File: src/rtl/ask_line_ctrl_pkg.sv
package ask_line_ctrl_pkg;

  typedef enum logic [1:0] {
    ST_IDLE  = 2'd0,
    ST_TX    = 2'd1,
    ST_REPLY = 2'd2
  } ctrlState_t;

  // strobes from control to datapath
  typedef struct packed {
    logic start;      // wake tick: preset the counters
    logic count;      // active tick: advance debounce and timeouts
    logic loadAck;    // load long reply length
    logic loadErr;    // load short reply length
    logic replyStep;  // reply tick: count down
  } dpStrobe_t;

endpackage

File: src/rtl/ask_line_ctrl_dp.sv
module ask_line_ctrl_dp
  import ask_line_ctrl_pkg::*;
#(
  parameter int DEB_TICKS    = 8,
  parameter int TOR_TICKS    = 4,
  parameter int LOWTO_TICKS  = 2000,
  parameter int HIGHTO_TICKS = 2000,
  parameter int ACK_TICKS    = 32,
  parameter int ERR_TICKS    = 16
) (
  input  logic      clk,
  input  logic      rst_n,
  input  logic      tickEn,
  input  logic      lineIn,
  input  dpStrobe_t stb,
  output logic      dbLow,
  output logic      lowHit,
  output logic      highHit,
  output logic      replyZero
);

  localparam int DEB_W = $clog2(DEB_TICKS + 1);
  localparam int LOW_W = $clog2(LOWTO_TICKS + 1);
  localparam int HI_W  = $clog2(HIGHTO_TICKS + 1);
  localparam int RPL_MAX = (ACK_TICKS > ERR_TICKS) ? ACK_TICKS : ERR_TICKS;
  localparam int RPL_W = $clog2(RPL_MAX + 1);

  logic             dbLevel;
  logic [DEB_W-1:0] runCnt;
  logic [LOW_W-1:0] lowCnt;
  logic [HI_W-1:0]  hiRun;
  logic [RPL_W-1:0] replyCnt;

  // debounced level; 1 = high (carrier off)
  always_ff @(posedge clk or negedge rst_n) begin
    if (!rst_n) begin
      dbLevel <= 1'b1;
      runCnt  <= '0;
    end else if (stb.start) begin
      dbLevel <= 1'b1;
      runCnt  <= DEB_W'(1);
    end else if (stb.count) begin
      if (lineIn != dbLevel) begin
        if (runCnt == DEB_W'(DEB_TICKS - 1)) begin
          dbLevel <= lineIn;
          runCnt  <= '0;
        end else begin
          runCnt <= runCnt + DEB_W'(1);
        end
      end else begin
        runCnt <= '0;
      end
    end
  end

  // cumulative low time and consecutive high run
  always_ff @(posedge clk or negedge rst_n) begin
    if (!rst_n) begin
      lowCnt <= '0;
      hiRun  <= '0;
    end else if (stb.start) begin
      lowCnt <= LOW_W'(1);
      hiRun  <= '0;
    end else if (stb.count) begin
      if (!lineIn) begin
        lowCnt <= lowCnt + LOW_W'(1);
        hiRun  <= '0;
      end else begin
        hiRun <= hiRun + HI_W'(1);
        if (hiRun == HI_W'(TOR_TICKS - 1)) lowCnt <= '0;
      end
    end
  end

  // reply pulse length
  always_ff @(posedge clk or negedge rst_n) begin
    if (!rst_n) begin
      replyCnt <= '0;
    end else if (stb.loadErr) begin
      replyCnt <= RPL_W'(ERR_TICKS - 1);
    end else if (stb.loadAck) begin
      replyCnt <= RPL_W'(ACK_TICKS - 1);
    end else if (stb.replyStep && replyCnt != '0) begin
      replyCnt <= replyCnt - RPL_W'(1);
    end
  end

  assign dbLow     = !dbLevel;
  assign lowHit    = !lineIn && (lowCnt == LOW_W'(LOWTO_TICKS - 1));
  assign highHit   = lineIn && (hiRun == HI_W'(HIGHTO_TICKS - 1));
  assign replyZero = (replyCnt == '0);


  tick_hold_chk: assert property (@(posedge clk) disable iff (!rst_n)
    !tickEn |=> $stable(dbLevel) && $stable(lowCnt) && $stable(hiRun));


  low_bound_chk: assert property (@(posedge clk) disable iff (!rst_n)
    lowCnt <= LOW_W'(LOWTO_TICKS));


  reply_down_chk: assert property (@(posedge clk) disable iff (!rst_n)
    stb.replyStep && !replyZero && !stb.loadAck && !stb.loadErr |=> replyCnt < $past(replyCnt));

endmodule

File: src/rtl/ask_line_ctrl_fsm.sv
module ask_line_ctrl_fsm
  import ask_line_ctrl_pkg::*;
(
  input  logic      clk,
  input  logic      rst_n,
  input  logic      tickEn,
  input  logic      lineIn,
  input  logic      faultIn,
  input  logic      dbLow,
  input  logic      lowHit,
  input  logic      highHit,
  input  logic      replyZero,
  output dpStrobe_t stb,
  output logic      drvEn,
  output logic      linePull,
  output logic      standby
);

  ctrlState_t state;
  logic       needHigh;
  logic       faultSeen;
  logic       wakeNow;
  logic       endNow;

  assign wakeNow = (state == ST_IDLE) && tickEn && !lineIn && !needHigh;
  assign endNow  = (state == ST_TX) && tickEn && highHit;

  always_comb begin
    stb           = '0;
    stb.start     = wakeNow;
    stb.count     = (state == ST_TX) && tickEn;
    stb.loadErr   = endNow && (faultSeen || faultIn);
    stb.loadAck   = endNow && !(faultSeen || faultIn);
    stb.replyStep = (state == ST_REPLY) && tickEn;
  end

  always_ff @(posedge clk or negedge rst_n) begin
    if (!rst_n) begin
      state     <= ST_IDLE;
      needHigh  <= 1'b0;
      faultSeen <= 1'b0;
    end else begin
      case (state)
        ST_IDLE: begin
          faultSeen <= 1'b0;
          if (tickEn && lineIn) needHigh <= 1'b0;
          if (wakeNow) state <= ST_TX;
        end
        ST_TX: begin
          if (faultIn) faultSeen <= 1'b1;
          if (tickEn && lowHit) begin
            state     <= ST_IDLE;
            needHigh  <= 1'b1;
            faultSeen <= 1'b0;
          end else if (endNow) begin
            state <= ST_REPLY;
          end
        end
        ST_REPLY: begin
          if (tickEn && replyZero) begin
            state     <= ST_IDLE;
            faultSeen <= 1'b0;
          end
        end
        default: state <= ST_IDLE;
      endcase
    end
  end

  assign drvEn    = (state == ST_TX) && dbLow;
  assign linePull = (state == ST_REPLY);
  assign standby  = (state == ST_IDLE);


  state_tick_chk: assert property (@(posedge clk) disable iff (!rst_n)
    !tickEn |=> $stable(state));


  rewake_block_chk: assert property (@(posedge clk) disable iff (!rst_n)
    standby && needHigh && !lineIn |=> standby);

endmodule

File: src/rtl/ask_line_ctrl.sv
module ask_line_ctrl
  import ask_line_ctrl_pkg::*;
#(
  parameter int DEB_TICKS    = 8,
  parameter int TOR_TICKS    = 4,
  parameter int LOWTO_TICKS  = 2000,
  parameter int HIGHTO_TICKS = 2000,
  parameter int ACK_TICKS    = 32,
  parameter int ERR_TICKS    = 16
) (
  input  logic clk,
  input  logic rst_n,
  input  logic tickEn,
  input  logic lineIn,
  input  logic faultIn,
  output logic drvEn,
  output logic linePull,
  output logic standby
);

  dpStrobe_t stb;
  logic      dbLow;
  logic      lowHit;
  logic      highHit;
  logic      replyZero;

  ask_line_ctrl_dp #(
    .DEB_TICKS   (DEB_TICKS),
    .TOR_TICKS   (TOR_TICKS),
    .LOWTO_TICKS (LOWTO_TICKS),
    .HIGHTO_TICKS(HIGHTO_TICKS),
    .ACK_TICKS   (ACK_TICKS),
    .ERR_TICKS   (ERR_TICKS)
  ) u_dp (
    .clk      (clk),
    .rst_n    (rst_n),
    .tickEn   (tickEn),
    .lineIn   (lineIn),
    .stb      (stb),
    .dbLow    (dbLow),
    .lowHit   (lowHit),
    .highHit  (highHit),
    .replyZero(replyZero)
  );

  ask_line_ctrl_fsm u_fsm (
    .clk      (clk),
    .rst_n    (rst_n),
    .tickEn   (tickEn),
    .lineIn   (lineIn),
    .faultIn  (faultIn),
    .dbLow    (dbLow),
    .lowHit   (lowHit),
    .highHit  (highHit),
    .replyZero(replyZero),
    .stb      (stb),
    .drvEn    (drvEn),
    .linePull (linePull),
    .standby  (standby)
  );


  drive_pull_excl_chk: assert property (@(posedge clk) disable iff (!rst_n)
    !(drvEn && linePull));


  standby_quiet_chk: assert property (@(posedge clk) disable iff (!rst_n)
    standby |-> !drvEn && !linePull);


  reply_after_high_chk: assert property (@(posedge clk) disable iff (!rst_n)
    $rose(linePull) |-> $past(lineIn) && $past(tickEn));

endmodule

File: config.mk
export PLATFORM = sky130hd
export DESIGN_NAME = ask_line_ctrl
export DESIGN_NICKNAME = d
export VERILOG_FILES = /design/src/rtl/ask_line_ctrl_pkg.sv /design/src/rtl/ask_line_ctrl_dp.sv /design/src/rtl/ask_line_ctrl_fsm.sv /design/src/rtl/ask_line_ctrl.sv
export SDC_FILE = /design/constraint.sdc
export NUM_CORES = 1
export LEC_CHECK = 0
export CAP_MARGIN = 25
export CORE_ASPECT_RATIO = 0.75
export CORE_UTILIZATION = 55
export CTS_CLUSTER_DIAMETER = 200
export CTS_CLUSTER_SIZE = 25
export DETAILED_ROUTE_END_ITERATION = 8
export GPL_TIMING_DRIVEN = 1
export HOLD_SLACK_MARGIN = 0.1
export PLACE_DENSITY_LB_ADDON = 0.12
export SLEW_MARGIN = 20
export SYNTH_ARGS = -nofsm -noshare
export SYNTH_HDL_FRONTEND = slang
export SYNTH_SLANG_ARGS = --single-unit
export TNS_END_PERCENT = 100
File: constraint.sdc
create_clock -name clk -period 1.9 [get_ports clk]
set_input_delay 0.285 -clock clk [delete_from_list [all_inputs] [get_ports clk]]
set_output_delay 0.285 -clock clk [all_outputs]
set_load 0.01 [all_outputs]
; Word level (Yosys, flattened, before mapping)
; Index checks and enable logic that the tools add are counted.
[totals]
reg_bits = 37
latchBits = 0
ram_bits = 0
mem_bits_ro = 0
inputBits = 5
output_inout_bits = 3
wordCells = 90
n_memories = 0
[op_classes]
n_addsub = 4
n_mul = 0
div = 0
order_cmp = 0
eq_ne = 14
shift = 0
mux = 30
bitwise_logic = 0
n_reduce_logical = 34
[op_table]
columns = operator, n
row1 = $mux 11, 7
row2 = $add 11x1->11 const B, 2
row3 = $eq 11x11->1 const B, 2
row4 = $mux 6, 3
row5 = $mux 4, 4
row6 = $logic_and 1x1->1, 15
row7 = $reduce_and 3->1, 4
row8 = $eq 11x2->1 const B, 1
row9 = $mux 1, 9
row10 = $mux 2, 4
row11 = $reduce_bool 2->1, 4
row12 = $logic_not 6->1, 1
row13 = $ne 2x1->1 const B, 3
row14 = $pmux 2 s3, 1
row15 = $reduce_bool 3->1, 2
row16 = $reduce_bool 6->1, 1
row17 = $sub 6x1->6 const B, 1
row18 = $add 4x1->4 const B, 1
row19 = $eq 4x3->1 const B, 1
row20 = $logic_not 1->1, 4
row21 = $ne 3x1->1 const B, 1
row22 = $ne 3x2->1 const B, 1
row23 = $ne 3x3->1 const B, 1
row24 = $pmux 1 s3, 1
row25 = other kinds (8), 8

; Longest topological paths before layout
[depth]
word_depth = 6
ltp_mapped = 6
depth_no_buf = 6

; Modules after synthesis
; Synthesis repeated with hierarchy kept, for this count alone.
[unflattened]
hier_cells = 233
hier_area_um2 = 2119.5
[modules_own_cells]
columns = module, instances, cells_per_inst, area_per_inst_um2, seq_area_each_um2
row1 = ask_line_ctrl_dp, 1, 202, 1830.5, 827.0
row2 = ask_line_ctrl_fsm, 1, 31, 289.0, 100.1

; Least setup slack after synthesis
; Ideal clock, no wire load.
[synth_timing]
path_kind = register to register
start = register u_fsm.needHigh
end = register u_dp.hiRun[9]
setup_ns = 0.078
arrival_time_ns = 1.620
setup_slack_ns = 0.202
path_stages_with_launch = 5
n_path_buf = 0
cell_sequence = dfrtp_1 -> o21ba_4 -> or3_4 -> or4_1 -> a21oi_1
[synth_between]
elab_chain_cells = 3
word_cells_on_any_way = 4
classes_between = mux: 1 / reduce/logical: 3
[synth_lines]
columns = item, line_no
row1 = start: declaration, ask_line_ctrl_fsm.sv:20  ; logic needHigh;
row2 = start signal: assignment, ask_line_ctrl_fsm.sv:40  ; needHigh <= 1'b0;
row3 = start signal: assignment, ask_line_ctrl_fsm.sv:46  ; if (tickEn && lineIn) needHigh <= 1'b0;
row4 = start signal: assignment, ask_line_ctrl_fsm.sv:53  ; needHigh <= 1'b1;
row5 = $logic_not 1->1 (*), ask_line_ctrl_fsm.sv:25  ; assign wakeNow = (state == ST_IDLE) && tickEn && !lineIn && !needHigh;
row6 = $logic_and 1x1->1 (*), ask_line_ctrl_fsm.sv:25
row7 = $mux 11 or $reduce_bool 2->1 (tied branches), n/a
row8 = end signal: assignment, ask_line_ctrl_dp.sv:69  ; hiRun <= hiRun + HI_W'(1);
row9 = end: declaration, ask_line_ctrl_dp.sv:31  ; logic [HI_W-1:0] hiRun;
; Every way passes the cells marked *; elsewhere a longest branch is shown, timed or not.
; A chain may end at the register's enable or synchronous reset.

; Final worst setup path
[layout_timing]
start = register u_fsm.state[1]
end = output standby
[layout_between]
elab_chain_cells = 1
[layout_lines]
columns = item, line_no
row1 = start: declaration, ask_line_ctrl_fsm.sv:19  ; ctrlState_t state;
row2 = start signal: assignment, ask_line_ctrl_fsm.sv:39  ; state <= ST_IDLE;
row3 = start signal: assignment, ask_line_ctrl_fsm.sv:47  ; if (wakeNow) state <= ST_TX;
row4 = start signal: assignment, ask_line_ctrl_fsm.sv:52  ; state <= ST_IDLE;
row5 = $logic_not 2->1, ask_line_ctrl_fsm.sv:72  ; assign standby = (state == ST_IDLE);
row6 = end: declaration, ask_line_ctrl.sv:18  ; output logic standby
; Every way passes these cells.

==> out/metrics.sh <==
GRT_FIRST_PASS_WIRELENGTH_UM=8250
SLEW_HEADROOM_PCT=69.3
NUMBER_OF_GLOBAL_ROUTE_VIAS_BEFORE_REPAIR=1736
DRIVE_GT1_SHARE_PCT=16.3
POSTSYNTH.TOPFLOPCELL='sky130_fd_sc_hd__dfrtp_1'
FINAL_ANTENNA_NET_COUNT=0
ROUTE.DETAILED.DRC=0
SYNTH_ENABLE_FLOP_CELLS=0
FINALPOWER_uW=2250
SYN-INSTANCE-COUNT=244
CLKLATENCYLATEPIN_NS=0.29
TIMING.CRITICAL_PATH.TO_TYPE='output port'
IOS=8
SETUP.WORST_PATH.START_CLASS='flop'
FINAL.PERIOD_UTILIZATION_PCT=96.1
FRACTION_OF_THE_MAPPED_NETLIST_AREA_IN_COMPOUND_GATES_PCT=15.0
TIMING.CRITICAL_PATH.ARRIVAL_NS=1.54
YOSYSSEQAREASHARE_PCT=42.6
GRTUSAGETOTAL_PCT=26.3
SETUP_VIOL=0
SYN-CELL-AREA_UM2=2170
YOSYS.CELL_TYPES.COUNT=47
POST-SYNTH-TOP-AREA-FRACTION_PCT=41.4
SYNTH_ASYNC_SR_FLOP_SHARE_PCT=100
STATUS='completed'
LARGEST_FANOUT_ON_THE_CRITICAL_PATH=9
CLOCK_TREE_FROM_TRITONCTS='done'
POST-SYNTH-TOP-AREA-CELL='sky130_fd_sc_hd__dfrtp_1'
DETAILEDPLACE.WORSTSLACK_NS=-0.174
GRT_ANTENNA_BEFORE_REPAIR=0
IRDROPWORSTVDD_uV=581
STDCELL_COUNT=334
POST_SYNTH_XOR_AREA_FRACTION_PCT=4.03
DPL.HPWL_UM=3530
TIGHTEST_SLEW_NS=0.460
CRITPATHREQUIREDTIME_NS=1.62
DRT_ITER0_DRC=128
MIN-DELAY-PATH-CLASS='input pin to asynchronous set/reset pin'
POWER.LEAKAGE_uW=0.00115
NNETSFINAL=292
SYN_AREA_PER_CELL_UM2=8.91
YS_SEQ_ELEMENTS=37
ACHIEVABLE-FREQUENCY_MHz=548
PWR_DENSITY_CELL_nW_PER_UM2=864
POST_SYNTH_FA_HA_MAJ_AREA_FRACTION_PCT=2.88
YOSYS-TOP-CELLS-AREA='sky130_fd_sc_hd__dfrtp_1 (41%), sky130_fd_sc_hd__nand3_1 (4.4%), sky130_fd_sc_hd__nor2_1 (3.5%)'
OVERALL_ROUTED_NET_LENGTH_UM=4890
CLK_PIN_SLEW_WORST_PATHS_NS=0.07
SYNTHTOLAYOUTAREAGROWTH_PCT=19.8
CELL_WITH_THE_MOST_INSTANCES_AFTER_SYNTHESIS='sky130_fd_sc_hd__dfrtp_1'
PIN_COUNT_OF_THE_BIGGEST_NET_ENTERING_GLOBAL_ROUTING=21
DESIGN.DIE.AREA_UM2=4210
POSTSYNTHNETCOUNT=254
CTS_INSERTED_BUFFERS=5
TIMING.FINAL.HOLD_VIOLATIONS=0
LARGEST_FAMILY_OF_LOGIC_CELLS_BY_SYNTHESIZED_AREA='simple AND/OR/NAND/NOR gates'
VIA_TOTAL_AFTER_DETAILED_ROUTING=1954
FINALCOREUTILIZATION_PCT=69.8
TIMING_WORST_SETUP_PATH_TYPE='flop to output port'
YOSYS-MUX-AREA-FRACTION_PCT=0.978
SYNTHESIS.YOSYS.WARNINGS=0
SYNTH_SIMPLE_GATE_AREA_SHARE_PCT=29.7
CORE-AREA_UM2=3730
CTS_ROOT_BUF='sky130_fd_sc_hd__clkbuf_8'
POST-ROUTE-MIN-PERIOD_NS=1.82
AVG_VIAS_PER_CELL=5.85
NUM_ROWS=19
PLACED_CELLS=325
FINALMAXSLEWVIOLATIONS=0
CTS.SINK_COUNT=37
START_UTIL_PCT=58.3
POSTLAYOUTSETUPSLACKWORST_NS=0.0750
PORT_BUFFERS=7
CLK_PATH_BUF_DEPTH=2
FP.DIEW_UM=74.6
CHIPHEIGHT_UM=56.5
SKEW_NS=0.00724
HTREE_NUM_LEVELS=2
DR_WL_CELL_UM=14.6
OVERFLOW=0
TIMING.MAX_CAP.VIOLATIONS=0
ROUTABILITYCONGESTION=0.851
DETAIL_ROUTE.FIRST_PASS.ITERATIONS=5
SYNTH_TOP_CELLS_BY_COUNT='sky130_fd_sc_hd__dfrtp_1 (36), sky130_fd_sc_hd__nor2_1 (20), sky130_fd_sc_hd__nand3_1 (19)'
RSZ_0062_RAISED_AFTER_GLOBAL_ROUTING='false'
ANTENNA_CELLS=0
-- stage by stage --
stage	area (µm²)	hold WS [ns]	TNS, ns
final	2610	0.474	0
after global routing	2610	0.544	0
after CTS	2610	0.477	0
after detailed placement	2500	0.257	-1.90
after global placement	2500	0.254	-1.76
after floorplan	2170	-0.0106	0
-- critical path, cell delays in order (launching register included) --
cell and delay (ns):
sky130_fd_sc_hd__dfrtp_2 0.45, sky130_fd_sc_hd__buf_4 0.18, sky130_fd_sc_hd__nor2_1 0.09, sky130_fd_sc_hd__clkdlybuf4s50_1 0.54
-- registers in the layout, summed over array words and instances, names as in the netlist --
signal / count
u_dp.dbLevel: 1
u_dp.hiRun: 11
u_dp.lowCnt: 11
u_dp.replyCnt: 6
u_dp.runCnt: 4
u_fsm.faultSeen: 1
u_fsm.needHigh: 1
u_fsm.state: 2
-- routing by layer --
metal,vias to the layer above,part of all wire (%),track usage [%]
met5,-,0,0
met4,0,0.84,8.63
met3,6,3.9,6.28
met2,39,42,35.9
met1,948,53,40.6
li1,961,-,-
-- final timing paths --
path	slack, ns	cells after the start	endpoint	start
max in group asynchronous	0.88	3	u_dp.dbLevel$_DFFE_PN1P_	rst_n
min	0.47	2	u_fsm.state[0]$_DFFE_PN0P_	rst_n
min in group clk	0.54	2	u_dp.hiRun[1]$_DFFE_PN0P_	u_dp.hiRun[1]$_DFFE_PN0P_
min reg2reg	0.54	2	u_dp.hiRun[1]$_DFFE_PN0P_	u_dp.hiRun[1]$_DFFE_PN0P_
max reg2reg	0.15	5	u_dp.hiRun[9]$_DFFE_PN0P_	u_fsm.state[0]$_DFFE_PN0P_
max	0.08	3	standby	u_fsm.state[1]$_DFFE_PN0P_
-- timing repair --
item / CTS / global route
hold buffers: 1 / 0
hold endpoints to repair: 17 / 0
buffers inserted: 1 / 0
setup endpoints to repair: 2 / 0
resized for setup: 3 / 0
-- cell type report --
type                    instances  area (µm²)
multi-input cells             182        1140
fillers                       312        1130
flip-flops and latches         37         928
repair buffers                 39         318
clock buffers                   7        86.3
well taps                      52        65.1
inverters                      17        63.8
-- placed cells by master, fill, tap and decap left out, types with 6 or more instances in the layout --
master / instances
sky130_fd_sc_hd__dfrtp_1: 35
sky130_fd_sc_hd__buf_4: 30
sky130_fd_sc_hd__nor2_1: 20
sky130_fd_sc_hd__nand3_1: 19
sky130_fd_sc_hd__nand2_1: 18
sky130_fd_sc_hd__inv_1: 17
sky130_fd_sc_hd__o21ai_0: 15
sky130_fd_sc_hd__nor4_1: 8
sky130_fd_sc_hd__a21oi_1: 8
sky130_fd_sc_hd__nand4_1: 7
sky130_fd_sc_hd__o211ai_1: 7
sky130_fd_sc_hd__nor3_1: 6
sky130_fd_sc_hd__xnor2_1: 6
sky130_fd_sc_hd__clkbuf_8: 6
-- power by group --
group          total [µW]  internal, µW  switching, µW
sequential           1110           941            164
combinational         588           292            296
clock                 556           288            268
-- logic make-up (layout without fill, tap and decap cells) --
logic type / Yosys count / count (layout)
AO/OA/AOI/OAI: 49 / 49
AND/OR/NAND/NOR: 116 / 116
multiplexers: 2 / 2
XOR/XNOR: 10 / 10
adder cells (fa/ha/maj): 5 / 5
buffers and inverters: 25 / 63
flip-flops: 37 / 37
(Power assumes the default switching activity.)
